`config.mk`:
```
export PLATFORM = sky130hd
export DESIGN_NAME = flash_pgsz_seq
export DESIGN_NICKNAME = d
export VERILOG_FILES = /design/src/rtl/pgsz_pkg.sv /design/src/rtl/pgsz_tick.sv /design/src/rtl/pgsz_byte_shift.sv /design/src/rtl/flash_pgsz_seq.sv
export SDC_FILE = /design/constraint.sdc
export NUM_CORES = 1
export LEC_CHECK = 0
export ABC_AREA = 1
export BUFFER_PORTS_ARGS = -buffer_cell sky130_fd_sc_hd__buf_2
export CAP_MARGIN = 25
export CORE_ASPECT_RATIO = 0.7
export CORE_MARGIN = 10
export CORE_UTILIZATION = 31
export CTS_BUF_LIST = sky130_fd_sc_hd__clkbuf_4 sky130_fd_sc_hd__clkbuf_8 sky130_fd_sc_hd__clkbuf_16
export DETAILED_ROUTE_END_ITERATION = 10
export GPL_TIMING_DRIVEN = 0
export HOLD_SLACK_MARGIN = 0.12
export PLACE_DENSITY_LB_ADDON = 0.25
export SLEW_MARGIN = 15
export SYNTH_ARGS = -nofsm -noshare
export SYNTH_HDL_FRONTEND = slang
export SYNTH_HIERARCHICAL = 1
export SYNTH_SLANG_ARGS = --single-unit
```
`constraint.sdc`:
```
create_clock -name clk -period 1.3 [get_ports clk]
set_input_delay 0.26 -clock clk [delete_from_list [all_inputs] [get_ports clk]]
set_output_delay 0.26 -clock clk [all_outputs]
set_load 0.03 [all_outputs]
```
`src/rtl/pgsz_pkg.sv`:
```
package pgsz_pkg;

  localparam int unsigned CMD_BYTES = 4;
  localparam logic [31:0] CMD_WORD = 32'h3D2A_80A6;

  typedef enum logic [2:0] {
    S_IDLE,
    S_CMD,
    S_WAIT,
    S_POLL,
    S_EVAL
  } seq_state_t;

  function automatic logic [7:0] cmd_byte(input logic [1:0] idx);
    return CMD_WORD[8*(3-int'(idx)) +: 8];
  endfunction

endpackage

```
`src/rtl/pgsz_tick.sv`:
```
module pgsz_tick #(
  parameter int unsigned DIV = 2
) (
  input  logic clk,
  input  logic rst,
  input  logic en,
  output logic tick
);
  localparam int unsigned CW = (DIV > 1) ? $clog2(DIV) : 1;
  localparam logic [CW-1:0] LAST = CW'(DIV - 1);

  logic [CW-1:0] cnt;

  always_ff @(posedge clk) begin
    if (rst || !en) begin
      cnt <= '0;
    end else if (cnt == LAST) begin
      cnt <= '0;
    end else begin
      cnt <= cnt + 1'b1;
    end
  end

  assign tick = en && (cnt == LAST);

endmodule

```
`src/rtl/pgsz_byte_shift.sv`:
```
module pgsz_byte_shift (
  input  logic       clk,
  input  logic       rst,
  input  logic       go,
  input  logic [7:0] tx,
  input  logic       tick,
  input  logic       miso,
  output logic       active,
  output logic       byte_done,
  output logic [7:0] rx,
  output logic       sclk_o,
  output logic       mosi_o
);
  logic [7:0] sh;
  logic [2:0] bitc;

  always_ff @(posedge clk) begin
    if (rst) begin
      active    <= 1'b0;
      byte_done <= 1'b0;
      sh        <= '0;
      rx        <= '0;
      bitc      <= '0;
      sclk_o    <= 1'b1;
      mosi_o    <= 1'b1;
    end else begin
      byte_done <= 1'b0;
      if (!active) begin
        sclk_o <= 1'b1;
        if (go) begin
          active <= 1'b1;
          sh     <= tx;
          bitc   <= '0;
        end
      end else if (tick) begin
        if (sclk_o) begin
          sclk_o <= 1'b0;
          mosi_o <= sh[7];
        end else begin
          sclk_o <= 1'b1;
          rx     <= {rx[6:0], miso};
          sh     <= {sh[6:0], 1'b0};
          bitc   <= bitc + 1'b1;
          if (bitc == 3'd7) begin
            active    <= 1'b0;
            byte_done <= 1'b1;
          end
        end
      end
    end
  end

  AST_MOSI_ON_FALL: assert property (@(posedge clk) disable iff (rst)
    !$fell(sclk_o) |-> $stable(mosi_o));

  AST_SCLK_IDLE: assert property (@(posedge clk) disable iff (rst)
    !active |=> sclk_o || active);

endmodule

```
`src/rtl/flash_pgsz_seq.sv`:
```
module flash_pgsz_seq #(
  parameter int unsigned CLK_DIV     = 4,
  parameter logic [7:0]  STATUS_OP   = 8'hD7,
  parameter int unsigned WAIT_CYCLES = 5000,
  parameter int unsigned MAX_TRIES   = 3
) (
  input  logic clk,
  input  logic rst,
  input  logic start,
  output logic busy,
  output logic done,
  output logic fail,
  output logic spi_cs_n,
  output logic spi_sclk,
  output logic spi_mosi,
  input  logic spi_miso
);
  import pgsz_pkg::*;

  localparam int unsigned WAIT_W = $clog2(WAIT_CYCLES + 1);
  localparam int unsigned TRY_W  = (MAX_TRIES > 1) ? $clog2(MAX_TRIES) : 1;
  localparam logic [TRY_W-1:0] TRY_LAST = TRY_W'(MAX_TRIES - 1);

  seq_state_t        state;
  logic [1:0]        idx;
  logic [TRY_W-1:0]  tries;
  logic [WAIT_W-1:0] wcnt;
  logic [7:0]        stat;
  logic              sh_go;
  logic [7:0]        sh_tx;
  logic              sh_active;
  logic              sh_done;
  logic [7:0]        sh_rx;
  logic              tick;

  pgsz_tick #(.DIV(CLK_DIV)) u_tick (
    .clk  (clk),
    .rst  (rst),
    .en   (sh_active),
    .tick (tick)
  );

  pgsz_byte_shift u_shift (
    .clk       (clk),
    .rst       (rst),
    .go        (sh_go),
    .tx        (sh_tx),
    .tick      (tick),
    .miso      (spi_miso),
    .active    (sh_active),
    .byte_done (sh_done),
    .rx        (sh_rx),
    .sclk_o    (spi_sclk),
    .mosi_o    (spi_mosi)
  );

  always_ff @(posedge clk) begin
    if (rst) begin
      state    <= S_IDLE;
      spi_cs_n <= 1'b1;
      busy     <= 1'b0;
      done     <= 1'b0;
      fail     <= 1'b0;
      sh_go    <= 1'b0;
      sh_tx    <= '0;
      idx      <= '0;
      tries    <= '0;
      wcnt     <= '0;
      stat     <= '0;
    end else begin
      done  <= 1'b0;
      fail  <= 1'b0;
      sh_go <= 1'b0;
      unique case (state)
        S_IDLE: begin
          if (start) begin
            busy     <= 1'b1;
            tries    <= '0;
            spi_cs_n <= 1'b0;
            idx      <= '0;
            sh_go    <= 1'b1;
            sh_tx    <= cmd_byte(2'd0);
            state    <= S_CMD;
          end
        end
        S_CMD: begin
          if (sh_done) begin
            if (idx == 2'(CMD_BYTES - 1)) begin
              spi_cs_n <= 1'b1;
              wcnt     <= WAIT_W'(WAIT_CYCLES);
              state    <= S_WAIT;
            end else begin
              idx   <= idx + 2'd1;
              sh_go <= 1'b1;
              sh_tx <= cmd_byte(idx + 2'd1);
            end
          end
        end
        S_WAIT: begin
          if (wcnt == '0) begin
            spi_cs_n <= 1'b0;
            idx      <= '0;
            sh_go    <= 1'b1;
            sh_tx    <= STATUS_OP;
            state    <= S_POLL;
          end else begin
            wcnt <= wcnt - 1'b1;
          end
        end
        S_POLL: begin
          if (sh_done) begin
            if (idx == 2'd0) begin
              idx   <= 2'd1;
              sh_go <= 1'b1;
              sh_tx <= 8'h00;
            end else begin
              spi_cs_n <= 1'b1;
              stat     <= sh_rx;
              state    <= S_EVAL;
            end
          end
        end
        S_EVAL: begin
          if (!stat[7]) begin
            spi_cs_n <= 1'b0;
            idx      <= '0;
            sh_go    <= 1'b1;
            sh_tx    <= STATUS_OP;
            state    <= S_POLL;
          end else if (stat[0]) begin
            done  <= 1'b1;
            busy  <= 1'b0;
            state <= S_IDLE;
          end else if (tries == TRY_LAST) begin
            fail  <= 1'b1;
            busy  <= 1'b0;
            state <= S_IDLE;
          end else begin
            tries    <= tries + 1'b1;
            spi_cs_n <= 1'b0;
            idx      <= '0;
            sh_go    <= 1'b1;
            sh_tx    <= cmd_byte(2'd0);
            state    <= S_CMD;
          end
        end
        default: state <= S_IDLE;
      endcase
    end
  end

  AST_CS_HIGH_SCLK_HIGH: assert property (@(posedge clk) disable iff (rst)
    spi_cs_n |-> spi_sclk);

  AST_CS_RISE_AFTER_BYTE: assert property (@(posedge clk) disable iff (rst)
    $rose(spi_cs_n) |-> $past(sh_done));

  AST_DONE_ONE_CYCLE: assert property (@(posedge clk) disable iff (rst)
    done |=> !done);

  AST_END_CLEARS_BUSY: assert property (@(posedge clk) disable iff (rst)
    (done || fail) |-> !busy);

  AST_NOT_DONE_AND_FAIL: assert property (@(posedge clk) disable iff (rst)
    !(done && fail));

  AST_TRIES_BOUND: assert property (@(posedge clk) disable iff (rst)
    tries <= TRY_LAST);

endmodule

```
[Word level (Yosys, flattened, before mapping)]
Cells that the tools add are included.
Cells by class
  bitwise operators: 6
  shifts and indexed selects: 1
  multiplexer cells: 80
  equality and inequality tests: 25
  multiply operators: 0
  reduce and logical (&&, ||, !) cells: 25
  add/subtract/negate cells: 6
  order comparisons: 0
  divide/modulo/power cells: 0
Operators by type and width (number)
  8-bit 2-to-1 mux: 13
  8-bit case mux with 5 select lines: 1
  13-bit 2-to-1 mux: 3
  1-bit 2-to-1 mux: 33
  32-bit by 6-bit indexed part select with 8-bit output (first input constant): 1
  3-bit 2-to-1 mux: 10
  2-bit 2-to-1 mux: 13
  13-bit case mux with 2 select lines: 1
  2-bit inequality test (second input constant): 12
  9-bit AND reduction: 2
  3-bit case mux with 5 select lines: 1
  13-bit logical NOT: 1
  13-bit by 1-bit subtractor with 13-bit output (second input constant): 1
  3-bit AND reduction: 4
  1-bit case mux with 5 select lines: 2
  2-bit case mux with 5 select lines: 1
  3-bit inequality test (second input constant): 3
  4-bit AND reduction: 2
  4-bit OR reduction: 2
  2-bit by 1-bit adder with 2-bit output (second input constant): 3
  2-bit == test (second input constant): 3
  3-bit by 2-bit == test with 1-bit output (second input constant): 2
  3-bit == test (second input constant): 2
  1-bit inverter: 6
  17 further kinds: 21
Word-level totals
  logic and storage cells: 162
  ROM bits: 0
  output and inout port bits: 6
  RAM bits: 0
  memories: 0
  register bits: 66
  input bits: 4
  bits in latches: 0

[Logic depth before layout (Yosys ltp)]
  depth in word-level cells: 6
  depth in mapped cells: 11
  mapped depth without buffers: 10

[Modules after synthesis]
Netlist, hierarchy kept.
By module, submodules not included
  flash_pgsz_seq: instances 1, cells an instance 304, area each 1954.4 um^2, sequential area each 680.7 um^2
  pgsz_byte_shift: instances 1, cells an instance 145, area each 1014.7 um^2, sequential area each 460.4 um^2
  pgsz_tick: instances 1, cells an instance 11, area each 88.8 um^2, sequential area each 40.0 um^2

[Worst setup path before layout]
Ideal clock, no wire load.
  path kind: register to register
  start point: register wcnt[0]
  end point: register sh_tx[1]
  library setup time: 113 ps
  stages on the path, launching flop included: 11
  clock period less this slack: 1453 ps
  arrival: 1340 ps
  data required time: 1187 ps
  slack: -153 ps
  buffers on the path: 1
  path through: dfxtp_1 inv_1 ha_1 nand2_1 nor2_1 nand4_2 nand3_4 buf_6 nand2_1 nand2_1 nor2_1
On the way
  longest elaborated chain between the ends: 3
Ends and longest elaborated chain
  start: declaration: line flash_pgsz_seq.sv:27  | logic [WAIT_W-1:0] wcnt;
  start signal: assignment: line flash_pgsz_seq.sv:90  | wcnt <= WAIT_W'(WAIT_CYCLES);
  start signal: assignment: line flash_pgsz_seq.sv:107  | wcnt <= wcnt - 1'b1;
  13-bit logical NOT: line flash_pgsz_seq.sv:100  | if (wcnt == '0) begin
  2-bit inequality test (no source line)
  9-bit AND reduction (no source line)
  end signal: assignment: line flash_pgsz_seq.sv:82  | sh_tx <= cmd_byte(2'd0);
  end signal: assignment: line flash_pgsz_seq.sv:95  | sh_tx <= cmd_byte(idx + 2'd1);
  end signal: assignment: line flash_pgsz_seq.sv:143  | sh_tx <= cmd_byte(2'd0);
  end: declaration: line flash_pgsz_seq.sv:30  | logic [7:0] sh_tx;
No other way between the ends.
A chain may end at the register's enable or synchronous reset.

[Worst setup path after layout]
  start point: register state[0]
  end point: register sh_tx[7]
On the way
  longest elaborated chain between the ends: 3
  elaborated cells on any way between the ends: 16
  classes of those cells: eq/ne: 12; mux: 1; reduce/logical: 3
Ends and longest elaborated chain
  start: declaration: line flash_pgsz_seq.sv:24  | seq_state_t state;
  start signal: assignment: line flash_pgsz_seq.sv:59  | state <= S_IDLE;
  start signal: assignment: line flash_pgsz_seq.sv:83  | state <= S_CMD;
  start signal: assignment: line flash_pgsz_seq.sv:91  | state <= S_WAIT;
  3-bit == test (tied with other cells): line flash_pgsz_seq.sv:74  | unique case (state)
  3-bit inequality test (no source line) (tied with other cells)
  9-bit AND reduction (no source line)
Several ways; a longest one is shown, not always the timed one.

==> results_tabular.tex <==
\begin{tabular}{lr}
\hline
Metric & Value \\
\hline
\multicolumn{2}{l}{\textbf{Floorplan}} \\
Die extent in x & 139 um \\
Overall die area & 14300 sq um \\
Core Area & 9650 sq um \\
Starting density of the core & 31.7\% \\
Row count & 30 \\
Chip Height & 103 um \\
IO Count & 10 \\
\multicolumn{2}{l}{\textbf{Layout}} \\
Synth-to-layout area growth & 35.9\% \\
Final net count & 521 \\
Antenna diode count & 0 \\
Ratio of cells with drive above 1 in the final layout & 32.6\% \\
Final Instance Count excl. Fillers & 640 \\
Final design instance area without fill & 4160 sq um \\
\multicolumn{2}{l}{\textbf{Global routing}} \\
Antenna violations before repair & 0 \\
GRT overflow & 0 \\
Pin count of the biggest net entering global routing & 11 \\
Number of global-route vias before repair & 2661 \\
Total global-route track usage & 10.5\% \\
Global-route wire length before repair & 12500 um \\
\multicolumn{2}{l}{\textbf{Detailed routing}} \\
Uppermost routed layer & met4 \\
Metal2 WL & 3210 um \\
Met1 wire length & 4050 um \\
Drt wl/cell & 12.0 um \\
Vias per inst & 4.57 \\
Routed wl met3 & 371 um \\
Via Count & 2925 \\
Drt first-iter violations & 188 \\
First-pass detailed-route iteration total & 4 \\
Remaining antenna violation count after routing & 0 \\
Wire length after detailed routing & 7700 um \\
Number of design rule violations left after detail routing & 0 \\
\multicolumn{2}{l}{\textbf{STA}} \\
Final number of setup-violating endpoints & 27 \\
Setup repair after global routing missed its margin & true \\
Setup slack of the critical path after layout & -0.178 ns \\
Count of pins over their slew limit & 0 \\
Total Negative Setup Slacks & -3.77 ns \\
Count of endpoints failing hold in the final timing report & 0 \\
FMAX & 677 MHz \\
Final worst-path cycle share & 114\% \\
Slew at the pin with the worst max-slew slack & 0.467 ns \\
Final period demand of the worst path & 1.48 ns \\
Worst-case hold slack & 0.204 ns \\
Max-Slew Margin vs Limit & 68.9\% \\
Worst clock skew & 0.00633 ns \\
\multicolumn{2}{l}{\textbf{Placed design}} \\
Gpl congestion & 0.836 \\
Cell count after placement & 597 \\
Detailed placement HPWL & 5130 um \\
Number of I/O port buffers & 9 \\
Area after detailed placement & 3340 sq um \\
\multicolumn{2}{l}{\textbf{Logic synthesis}} \\
XOR/XNOR share of the synthesized area & 0.859\% \\
Fraction of synthesized area in multiplexers & 0\% \\
Synth Area in Adders & 4.09\% \\
Ys Warns & 6 \\
Main flop type after synthesis & sky130\_fd\_sc\_hd\_\_dfxtp\_1 \\
Library cells used by synthesis & 28 \\
Post-synthesis net count & 474 \\
Cells after synthesis & 460 \\
Post-synthesis simple-gate area fraction & 36.9\% \\
Post-synthesis async set-or-reset flop share & 0\% \\
Post-synthesis compound-gate area fraction & 10.0\% \\
Number of enable flip-flop cells after synthesis & 0 \\
Fraction of the yosys area taken by sequential cells & 38.6\% \\
Dominant combinational cell family by area after synthesis & simple AND/OR/NAND/NOR gates \\
Synth Register Bits & 59 \\
Post-synthesis area per instance & 6.65 sq um \\
Post-synthesis instance area & 3060 sq um \\
\multicolumn{2}{l}{\textbf{Run status}} \\
Failing checks & setup timing \\
Run status & finished with violations \\
\multicolumn{2}{l}{\textbf{Clocking}} \\
Clock-pin slew reported for the worst setup and hold paths after clock tree synthesis & 0.06 ns \\
Buffer levels on the longest clock path & 2 \\
Clock Root Buffer & sky130\_fd\_sc\_hd\_\_clkbuf\_16 \\
CTS Hold Bufs & 0 \\
Htree depth & 3 \\
TritonCTS clock tree & yes \\
Number of buffers added by the clock tree synthesis step & 9 \\
Clock latency on the worst-skew pair & 0.32 ns \\
Clock Sinks & 59 \\
\multicolumn{2}{l}{\textbf{Pwr}} \\
Cell leakage power & 1.89 nW \\
Worst VDD drop & 822 uV \\
Power Density & 2350 nW/um\^{}2 \\
\multicolumn{2}{l}{\textbf{Worst setup path}} \\
Data required time of the worst path & 1.52 ns \\
Startpoint type of the worst setup path & flip-flop \\
Crit end category & flip-flop \\
Data arrival at the endpoint of the critical path & 1.69 ns \\
CP max FO & 7 \\
Start-to-end type of the worst setup path & flip-flop to flip-flop \\
\multicolumn{2}{l}{\textbf{Job}} \\
Total of max-cap violations & 0 \\
\multicolumn{2}{l}{\textbf{Hold path}} \\
Classification of the worst-slack hold path & input pin to flip-flop \\
\hline
\end{tabular}
## cell families (layout without fill, tap and decap cells)
| group | after synthesis | count (layout) |
|---|---|---|
| AOI/OAI and AO/OA | 57 | 57 |
| DFF | 59 | 59 |
| buffers and inverters | 68 | 120 |
| xor gates and xnor gates | 3 | 3 |
| and+or+nand+nor | 263 | 263 |
| adders and majority gates | 10 | 10 |
## cell usage in the layout, fill, tap and decap left out, types with 3 or more instances in the layout
cell type,synthesis,final
sky130_fd_sc_hd__a21oi_2,0,9
sky130_fd_sc_hd__ha_4,0,4
sky130_fd_sc_hd__dfxtp_4,0,4
sky130_fd_sc_hd__nand2_2,3,22
sky130_fd_sc_hd__xor2_1,3,3
sky130_fd_sc_hd__clkbuf_8,0,4
sky130_fd_sc_hd__o21ai_2,0,3
sky130_fd_sc_hd__nor2_1,74,60
sky130_fd_sc_hd__inv_2,6,13
sky130_fd_sc_hd__nand2_4,1,4
sky130_fd_sc_hd__buf_2,3,11
sky130_fd_sc_hd__a21oi_1,40,31
sky130_fd_sc_hd__nor2_4,1,7
sky130_fd_sc_hd__nand2_1,134,112
sky130_fd_sc_hd__ha_1,10,4
sky130_fd_sc_hd__inv_4,0,3
sky130_fd_sc_hd__nand3b_1,5,5
sky130_fd_sc_hd__dfxtp_2,0,16
sky130_fd_sc_hd__buf_6,3,12
sky130_fd_sc_hd__nor2_2,1,9
sky130_fd_sc_hd__inv_1,49,40
sky130_fd_sc_hd__clkbuf_16,0,9
sky130_fd_sc_hd__o21ai_0,14,11
sky130_fd_sc_hd__dfxtp_1,59,39
sky130_fd_sc_hd__nand3_1,35,34
sky130_fd_sc_hd__buf_4,2,21
sky130_fd_sc_hd__clkbuf_1,5,3
## sequential cells by signal, summed over array words and instances, names as in the netlist, 2 cells and up
register and cells:
wcnt 13, u_shift/rx 8, u_shift/sh 8, sh_tx 7
state 3, u_shift/bitc 3, idx 2, stat 2
tries 2, u_tick/cnt 2
## critical path, stage by stage (launching register included)
cell,delay (ns)
sky130_fd_sc_hd__dfxtp_2,0.42
sky130_fd_sc_hd__nor2_4,0.06
sky130_fd_sc_hd__nand3_1,0.18
sky130_fd_sc_hd__a21boi_4,0.25
sky130_fd_sc_hd__nand3_4,0.14
sky130_fd_sc_hd__buf_6,0.16
sky130_fd_sc_hd__nor2_1,0.10
sky130_fd_sc_hd__nor2_1,0.05
## report_power, final
group	internal, W	switching [W]
registers	0.00223	0.000392
clock network	0.00189	0.000810
logic	0.00188	0.00259
## cell type report
cell class                 count  area, sq um
buffer                        13          105
clock buffer                  13          280
clock inverter                 3         66.3
fill                         953         5490
inverter                      55          211
multi-input combinational    333         1850
sequential                    59         1220
tap                          128          160
timing repair buffer          36          264
## synthesized netlist by cell type (3+ instances only)
cell type / count / area [sq um]
sky130_fd_sc_hd__inv_2: 6 / 22.5
sky130_fd_sc_hd__nand2_2: 3 / 18.8
sky130_fd_sc_hd__nand3_1: 35 / 175
sky130_fd_sc_hd__nand2_1: 134 / 503
sky130_fd_sc_hd__clkbuf_1: 5 / 18.8
sky130_fd_sc_hd__buf_6: 3 / 33.8
sky130_fd_sc_hd__ha_1: 10 / 125
sky130_fd_sc_hd__nand3b_1: 5 / 37.5
sky130_fd_sc_hd__inv_1: 49 / 184
sky130_fd_sc_hd__buf_2: 3 / 15.0
sky130_fd_sc_hd__dfxtp_1: 59 / 1180
sky130_fd_sc_hd__xor2_1: 3 / 26.3
sky130_fd_sc_hd__o21ai_0: 14 / 70.1
sky130_fd_sc_hd__a21oi_1: 40 / 200
sky130_fd_sc_hd__nor2_1: 74 / 278
## layer usage
layer | up-vias | track usage, %
met5 | - | 0
met4 | 0 | 3.60
met3 | 5 | 2.99
met2 | 60 | 15.1
met1 | 1318 | 14.7
li1 | 1542 | -
## worst paths after layout
check	start	end	slack, ns	depth (start not counted)
worst min register to register	u_tick/cnt[0]	u_tick/cnt[0]	0.42	1
worst max-delay path	state[0]	sh_tx[7]	-0.18	7
worst max register to register	state[0]	sh_tx[7]	-0.18	7
worst min-delay path	spi_miso	u_shift/rx[0]	0.20	3
## what timing repair did
item | 4_1_cts | 5_1_grt
gates cloned | 3 | 1
endpoints found under the setup margin | 49 | 43
resized for setup | 47 | 50
pin swaps | 20 | 20
buffers inserted | 17 | 6
## stage by stage
| stage | util, % | setup slack (ns) | total power [W] |
|---|---|---|---|
| 2_1_floorplan | - | -0.0409 | 0.00528 |
| 3_3_place_gp | 34.6 | -0.400 | 0.00595 |
| 3_5_place_dp | 34.6 | -0.410 | 0.00599 |
| 4_1_cts | 41.0 | -0.144 | 0.00939 |
| 5_1_grt | 43.1 | -0.264 | 0.0105 |
| 6_report | 43.1 | -0.178 | 0.00978 |
Note: power is estimated with default switching activity, not from simulation.
